===== src/rtl/gpc_pkg.sv =====
package gpc_pkg;

  typedef enum logic {
    GM_LEVEL = 1'b0,
    GM_EDGE  = 1'b1
  } gate_mode_e;

  typedef struct packed {
    logic       gen_sel;
    gate_mode_e mode;
  } chan_cfg_t;

endpackage


===== src/rtl/gpc_sync.sv =====
module gpc_sync #(
  parameter int W = 4
) (
  input  logic         clk,
  input  logic         rst_n,
  input  logic [W-1:0] async_in,
  output logic [W-1:0] sync_out
);
  logic [W-1:0] meta_q;

  always_ff @(posedge clk or negedge rst_n) begin
    if (!rst_n) begin
      meta_q   <= '0;
      sync_out <= '0;
    end else begin
      meta_q   <= async_in;
      sync_out <= meta_q;
    end
  end
endmodule


===== src/rtl/gpc_gate_gen.sv =====
module gpc_gate_gen #(
  parameter int CW = 16
) (
  input  logic          clk,
  input  logic          rst_n,
  input  logic          start,
  input  logic [CW-1:0] reload,
  output logic          gate_q
);
  logic [CW-1:0] left_q;

  function automatic logic [CW-1:0] tick_down(input logic [CW-1:0] v);
    return v - CW'(1);
  endfunction

  always_ff @(posedge clk or negedge rst_n) begin
    if (!rst_n) begin
      gate_q <= 1'b0;
      left_q <= '0;
    end else if (!gate_q) begin
      if (start && reload != '0) begin
        gate_q <= 1'b1;
        left_q <= reload;
      end
    end else if (left_q == CW'(1)) begin
      gate_q <= 1'b0;
    end else begin
      left_q <= tick_down(left_q);
    end
  end
endmodule


===== src/rtl/gpc_chan.sv =====
module gpc_chan #(
  parameter int CW = 16
) (
  input  logic          clk,
  input  logic          rst_n,
  input  logic          cnt_lvl,
  input  logic          gate_lvl,
  input  logic          mode_edge,
  output logic [CW-1:0] cnt_q,
  output logic [CW-1:0] rd_q,
  output logic          done_q,
  output logic          ovf_q,
  output logic          open_o,
  output logic          start_o,
  output logic          end_o
);
  localparam logic [CW-1:0] CMAX = {CW{1'b1}};

  logic cnt_prev, gate_prev, armed_q;
  logic cnt_rise, g_rise, g_fall, counting;

  function automatic logic [CW-1:0] sat_step(input logic [CW-1:0] v);
    return (v == CMAX) ? v : v + CW'(1);
  endfunction

  assign cnt_rise = cnt_lvl & ~cnt_prev;
  assign g_rise   = gate_lvl & ~gate_prev;
  assign g_fall   = ~gate_lvl & gate_prev;
  assign start_o  = mode_edge ? (g_rise & ~armed_q) : g_rise;
  assign end_o    = mode_edge ? (g_rise & armed_q) : g_fall;
  assign counting = mode_edge ? armed_q : gate_lvl;
  assign open_o   = mode_edge ? armed_q : gate_lvl;

  always_ff @(posedge clk or negedge rst_n) begin
    if (!rst_n) begin
      cnt_prev  <= 1'b0;
      gate_prev <= 1'b0;
    end else begin
      cnt_prev  <= cnt_lvl;
      gate_prev <= gate_lvl;
    end
  end

  always_ff @(posedge clk or negedge rst_n) begin
    if (!rst_n) begin
      cnt_q   <= '0;
      rd_q    <= '0;
      done_q  <= 1'b0;
      ovf_q   <= 1'b0;
      armed_q <= 1'b0;
    end else if (start_o) begin
      cnt_q   <= cnt_rise ? CW'(1) : '0;
      ovf_q   <= 1'b0;
      done_q  <= 1'b0;
      armed_q <= mode_edge;
    end else if (end_o) begin
      rd_q    <= cnt_q;
      done_q  <= 1'b1;
      armed_q <= 1'b0;
    end else if (counting && cnt_rise) begin
      if (cnt_q == CMAX) ovf_q <= 1'b1;
      cnt_q <= sat_step(cnt_q);
    end
  end
endmodule


===== src/rtl/gpc_counter.sv =====
module gpc_counter
  import gpc_pkg::*;
#(
  parameter int NCH = 4,
  parameter int CW  = 16
) (
  input  logic                       clk,
  input  logic                       rst_n,
  input  logic [NCH-1:0]             cnt_pin,
  input  logic [NCH-1:0]             gate_pin,
  input  logic                       gen_start,
  input  logic                       cfg_we,
  input  logic [$clog2(NCH+1)-1:0]   cfg_sel,
  input  logic [CW-1:0]              cfg_data,
  output logic [NCH-1:0]             chan_out,
  output logic                       gen_gate_out,
  output logic [NCH*CW-1:0]          rd_count,
  output logic [NCH-1:0]             done,
  output logic [NCH-1:0]             ovf
);
  localparam int SELW = $clog2(NCH+1);

  logic [NCH-1:0]    cnt_sync, gate_sync;
  logic [NCH-1:0]    chan_start, chan_end;
  logic [NCH*CW-1:0] cnt_flat;
  logic [CW-1:0]     reload_q;
  logic              gen_gate;
  chan_cfg_t         cfg_q [NCH];

  gpc_sync #(.W(NCH)) u_cnt_sync (
    .clk(clk), .rst_n(rst_n), .async_in(cnt_pin), .sync_out(cnt_sync));
  gpc_sync #(.W(NCH)) u_gate_sync (
    .clk(clk), .rst_n(rst_n), .async_in(gate_pin), .sync_out(gate_sync));

  always_ff @(posedge clk or negedge rst_n) begin
    if (!rst_n) reload_q <= '0;
    else if (cfg_we && cfg_sel == SELW'(NCH)) reload_q <= cfg_data;
  end

  gpc_gate_gen #(.CW(CW)) u_gen (
    .clk(clk), .rst_n(rst_n), .start(gen_start), .reload(reload_q),
    .gate_q(gen_gate));

  assign gen_gate_out = gen_gate;

  for (genvar i = 0; i < NCH; i++) begin : g_ch
    logic gate_src;

    always_ff @(posedge clk or negedge rst_n) begin
      if (!rst_n) cfg_q[i] <= '{gen_sel: 1'b0, mode: GM_LEVEL};
      else if (cfg_we && cfg_sel == SELW'(i))
        cfg_q[i] <= '{gen_sel: cfg_data[1], mode: gate_mode_e'(cfg_data[0])};
    end

    assign gate_src = cfg_q[i].gen_sel ? gen_gate : gate_sync[i];

    gpc_chan #(.CW(CW)) u_chan (
      .clk(clk), .rst_n(rst_n),
      .cnt_lvl(cnt_sync[i]), .gate_lvl(gate_src),
      .mode_edge(cfg_q[i].mode == GM_EDGE),
      .cnt_q(cnt_flat[i*CW +: CW]), .rd_q(rd_count[i*CW +: CW]),
      .done_q(done[i]), .ovf_q(ovf[i]), .open_o(chan_out[i]),
      .start_o(chan_start[i]), .end_o(chan_end[i]));
  end
endmodule


===== config.mk =====
export PLATFORM = sky130hd
export DESIGN_NAME = gpc_counter
export DESIGN_NICKNAME = d
export VERILOG_FILES = /design/src/rtl/gpc_pkg.sv /design/src/rtl/gpc_sync.sv /design/src/rtl/gpc_gate_gen.sv /design/src/rtl/gpc_chan.sv /design/src/rtl/gpc_counter.sv
export SDC_FILE = /design/constraint.sdc
export NUM_CORES = 1
export LEC_CHECK = 0
export ABC_AREA = 1
export BUFFER_PORTS_ARGS = -buffer_cell sky130_fd_sc_hd__clkbuf_2
export CAP_MARGIN = 20
export CORE_MARGIN = 5
export CORE_UTILIZATION = 60
export CTS_CLUSTER_SIZE = 10
export DETAILED_ROUTE_END_ITERATION = 7
export PLACE_DENSITY = 0.81
export REMOVE_ABC_BUFFERS = 1
export SLEW_MARGIN = 0
export SYNTH_ARGS = -nofsm -noshare
export SYNTH_HDL_FRONTEND = slang
export SYNTH_SLANG_ARGS = --single-unit

===== constraint.sdc =====
create_clock -name clk -period 3 [get_ports clk]
set_input_delay 0.9 -clock clk [delete_from_list [all_inputs] [get_ports clk]]
set_output_delay 0.9 -clock clk [all_outputs]
set_load 0.05 [all_outputs]

==> flow_summary.yaml <==
status:
  status: "finished, final reports clean"
critical_path:
  critPathSlowestCell: "dfrtp_1"
  cp_max_fo: 6
  endpoint_kind: "output pin"
  critPathArrivalTime_ns: 1.72
  cp_cell_sequence: "nand2_2 > nand2_2 > nand2_1 > nand2_1 > clkbuf_2"
  required_ns: 2.10
  start_kind: "flip-flop"
  criticalPathCategory: "flip-flop to output pin"
  cpPeakStageDelay_ns: 0.51
  r2r_cells: 9
grt:
  grt_pass1_vias: 8488
  grt_start_max_net_pins: 56
  grt_usage: 0.2362
  antenna_found_initial: 0
  gr-total-overflow: 0
  grt_pass1_wl_um: 40110
synth:
  synth-compound-area-share: 0.06343
  yosysWarnings: 0
  synth_cell_types: 33
  synth_seq_area_share: 0.4953
  synthFlopType: "dfrtp_1"
  synth_mux_area_frac: 0.007611
  synthArstFlopShare: 1.000
  synth_xor_area_frac: 0.01607
  syn_inst: 1362
  syn_area_per_cell_um2: 7.604
  synth_common_cells: "521 x nand2_1, 205 x dfrtp_1, 147 x nor2_1"
  synth.top_cell.area_share: 0.4953
  synth_edf_count: 0
  yosysMostFrequentCell: "nand2_1"
  synth_top_family_by_area: "simple AND/OR/NAND/NOR gates"
  synth_area_um2: 10360
  synth-simple-area-share: 0.3394
  synth_area_leaders: "dfrtp_1 50%, nand2_1 19%, nor2_1 5.3%"
  synth_fa_ha_area_frac: 0.007249
  synth_top_cell_by_area: "dfrtp_1"
  ys_ff_latch: 205
place:
  placed_area_um2: 10990
  hpwl_um: 15970
  placedCellCount: 1659
  numPortBuffers: 107
  gp_congestion: 0.8991
  dp_slack_ns: 0.7647
timing:
  fmax_mhz: 381.0
  fin_crit_ns: 2.624
  finalSetupViolations: 0
  final.period_utilization: 0.8748
  max_slew_margin: 0.5232
  tns_ns: 0
  setup_ws_ns: 0.3755
  slew_viol_final: 0
  rsz0062_at_grt: "false"
  final_hold_viol_count: 0
  clock_skew_ns: 0.01047
  tightest_slew_ns: 0.7135
clock_network:
  post_cts.repair.setup_buffers: 0
  root_buffer: "clkbuf_16"
  clk_path_buf_depth: 3
  cts_buffers: 25
  cts_hold_buf: 0
  path_clk_slew_ns: 0.05
  insertion_delay_ns: 0.51
  cts_num_sinks: 205
  cts_max_level: 1
  cts_tree: "built"
  post_cts_resized: 0
finish:
  drive_gt1_frac: 0.1329
  nets: 1498
  fin_cells: 1692
  stdcell_area_um2: 11660
  antenna_cells: 0
  nFillCells: 1403
  syn_to_final_growth_pct: 12.60
power:
  ir_worst_vdd_mv: 0.5761
  p_per_area_nw_per_um2: 669.5
  power_leakage_nw: 5.857
die:
  core-area_um2: 17120
  dieArea_um2: 19990
  start_util: 0.6050
  die_y_um: 141.4
  rows: 48
  die_x_um: 141.4
  ioPinCount: 108
routing:
  vias: 8848
  ant_nets: 0
  remaining_drc_errors: 0
  vias_per_cell: 5.229
  firstDrtPassIters: 8
  drtIter0Drc: 579
  wire_per_inst_um: 13.63
  totalWireLength_um: 23060
job:
  cap_violations: 0
min_path:
  hp-class: "primary input to async pin"
## final timing paths
path	startpoint	endpoint	slack [ns]
setup / recovery	u_gen.gate_q	chan_out[3]	0.38
hold / removal	rst_n	g_ch[1].u_chan.cnt_q[15]	0.33
setup reg to reg	u_gen.gate_q	g_ch[2].u_chan.cnt_q[12]	0.80
hold reg to reg	u_cnt_sync.meta_q[0]	u_cnt_sync.sync_out[0]	0.34
max in group asynchronous	rst_n	g_ch[3].u_chan.rd_q[2]	1.94
min in group clk	u_cnt_sync.meta_q[0]	u_cnt_sync.sync_out[0]	0.34
## final cells by class
type,instances,area (um2),area share
sequential,205,5130,0.4399
inverter,116,435.4,0.03734
tap,225,281.5,0.02414
clock inverter,1,8.758,0.0007511
timing repair buffer,118,651.9,0.05590
multi-input combinational,995,4492,0.3852
clock buffer,32,661.9,0.05676
## cell families (layout without fill, tap and decap cells)
logic type,Yosys count,in the layout
compound gates,128,128
xor+xnor,19,19
fa+ha+maj,6,6
buf+inv,162,267
flops,205,205
mux,7,7
simple gates,835,835
## per-stage QoR
step | utilization | power [mW] | hold WS (ns)
after global placement | 0.6421 | 5.210 | 0.3325
after CTS | 0.6813 | 7.874 | 0.3256
after detailed placement | 0.6421 | 5.270 | 0.3347
final | 0.6813 | 7.807 | 0.3275
after global routing | 0.6813 | 8.246 | 0.3454
after floorplan | - | 4.701 | 0.3312
## power by group
group / internal (mW) / switching [mW] / total, mW
Combinational: 0.457 / 1.37 / 1.83
Sequential: 3.09 / 0.307 / 3.39
Clock: 1.52 / 1.06 / 2.58
Total: 5.06 / 2.74 / 7.81
## registers in the layout, summed over array words and instances, names as in the netlist
register	cells
g_ch.u_chan.cnt_q	64
g_ch.u_chan.rd_q	64
reload_q	16
u_gen.left_q	16
cfg_q	8
g_ch.u_chan.armed_q	4
g_ch.u_chan.cnt_prev	4
g_ch.u_chan.done_q	4
g_ch.u_chan.gate_prev	4
g_ch.u_chan.ovf_q	4
u_cnt_sync.meta_q	4
u_cnt_sync.sync_out	4
u_gate_sync.meta_q	4
u_gate_sync.sync_out	4
u_gen.gate_q	1
## critical path: cells and delay by family (launching register included)
| family | cells | cell delay (ns) |
|---|---|---|
| buffers and inverters | 1 | 0.31 |
| and+or+nand+nor | 4 | 0.41 |
| DFF | 1 | 0.51 |
## cells in the final DEF (no fill, tap or decap), drive strengths merged, types with 2 or more instances in the layout
cell type and n:
mux2 7, nand3b 3, nand4 25, xor2 18, nor3 5, nor2 153
ha 6, nand3 109, o21bai 2, inv 117, o21ai 106, dfrtp 205
buf 11, clkbuf 139, nand2 533, a21oi 18, or2 7
## per-layer routing
layer | vias to the layer above | part of all wire | track usage
met3 | 33 | 0.053 | 0.03741
li1 | 4502 | - | -
met2 | 224 | 0.49 | 0.3990
met5 | - | 0 | 0
met4 | 0 | 0.020 | 0.05960
met1 | 4089 | 0.44 | 0.3224
No activity file was read; power rests on OpenSTA's default activity.
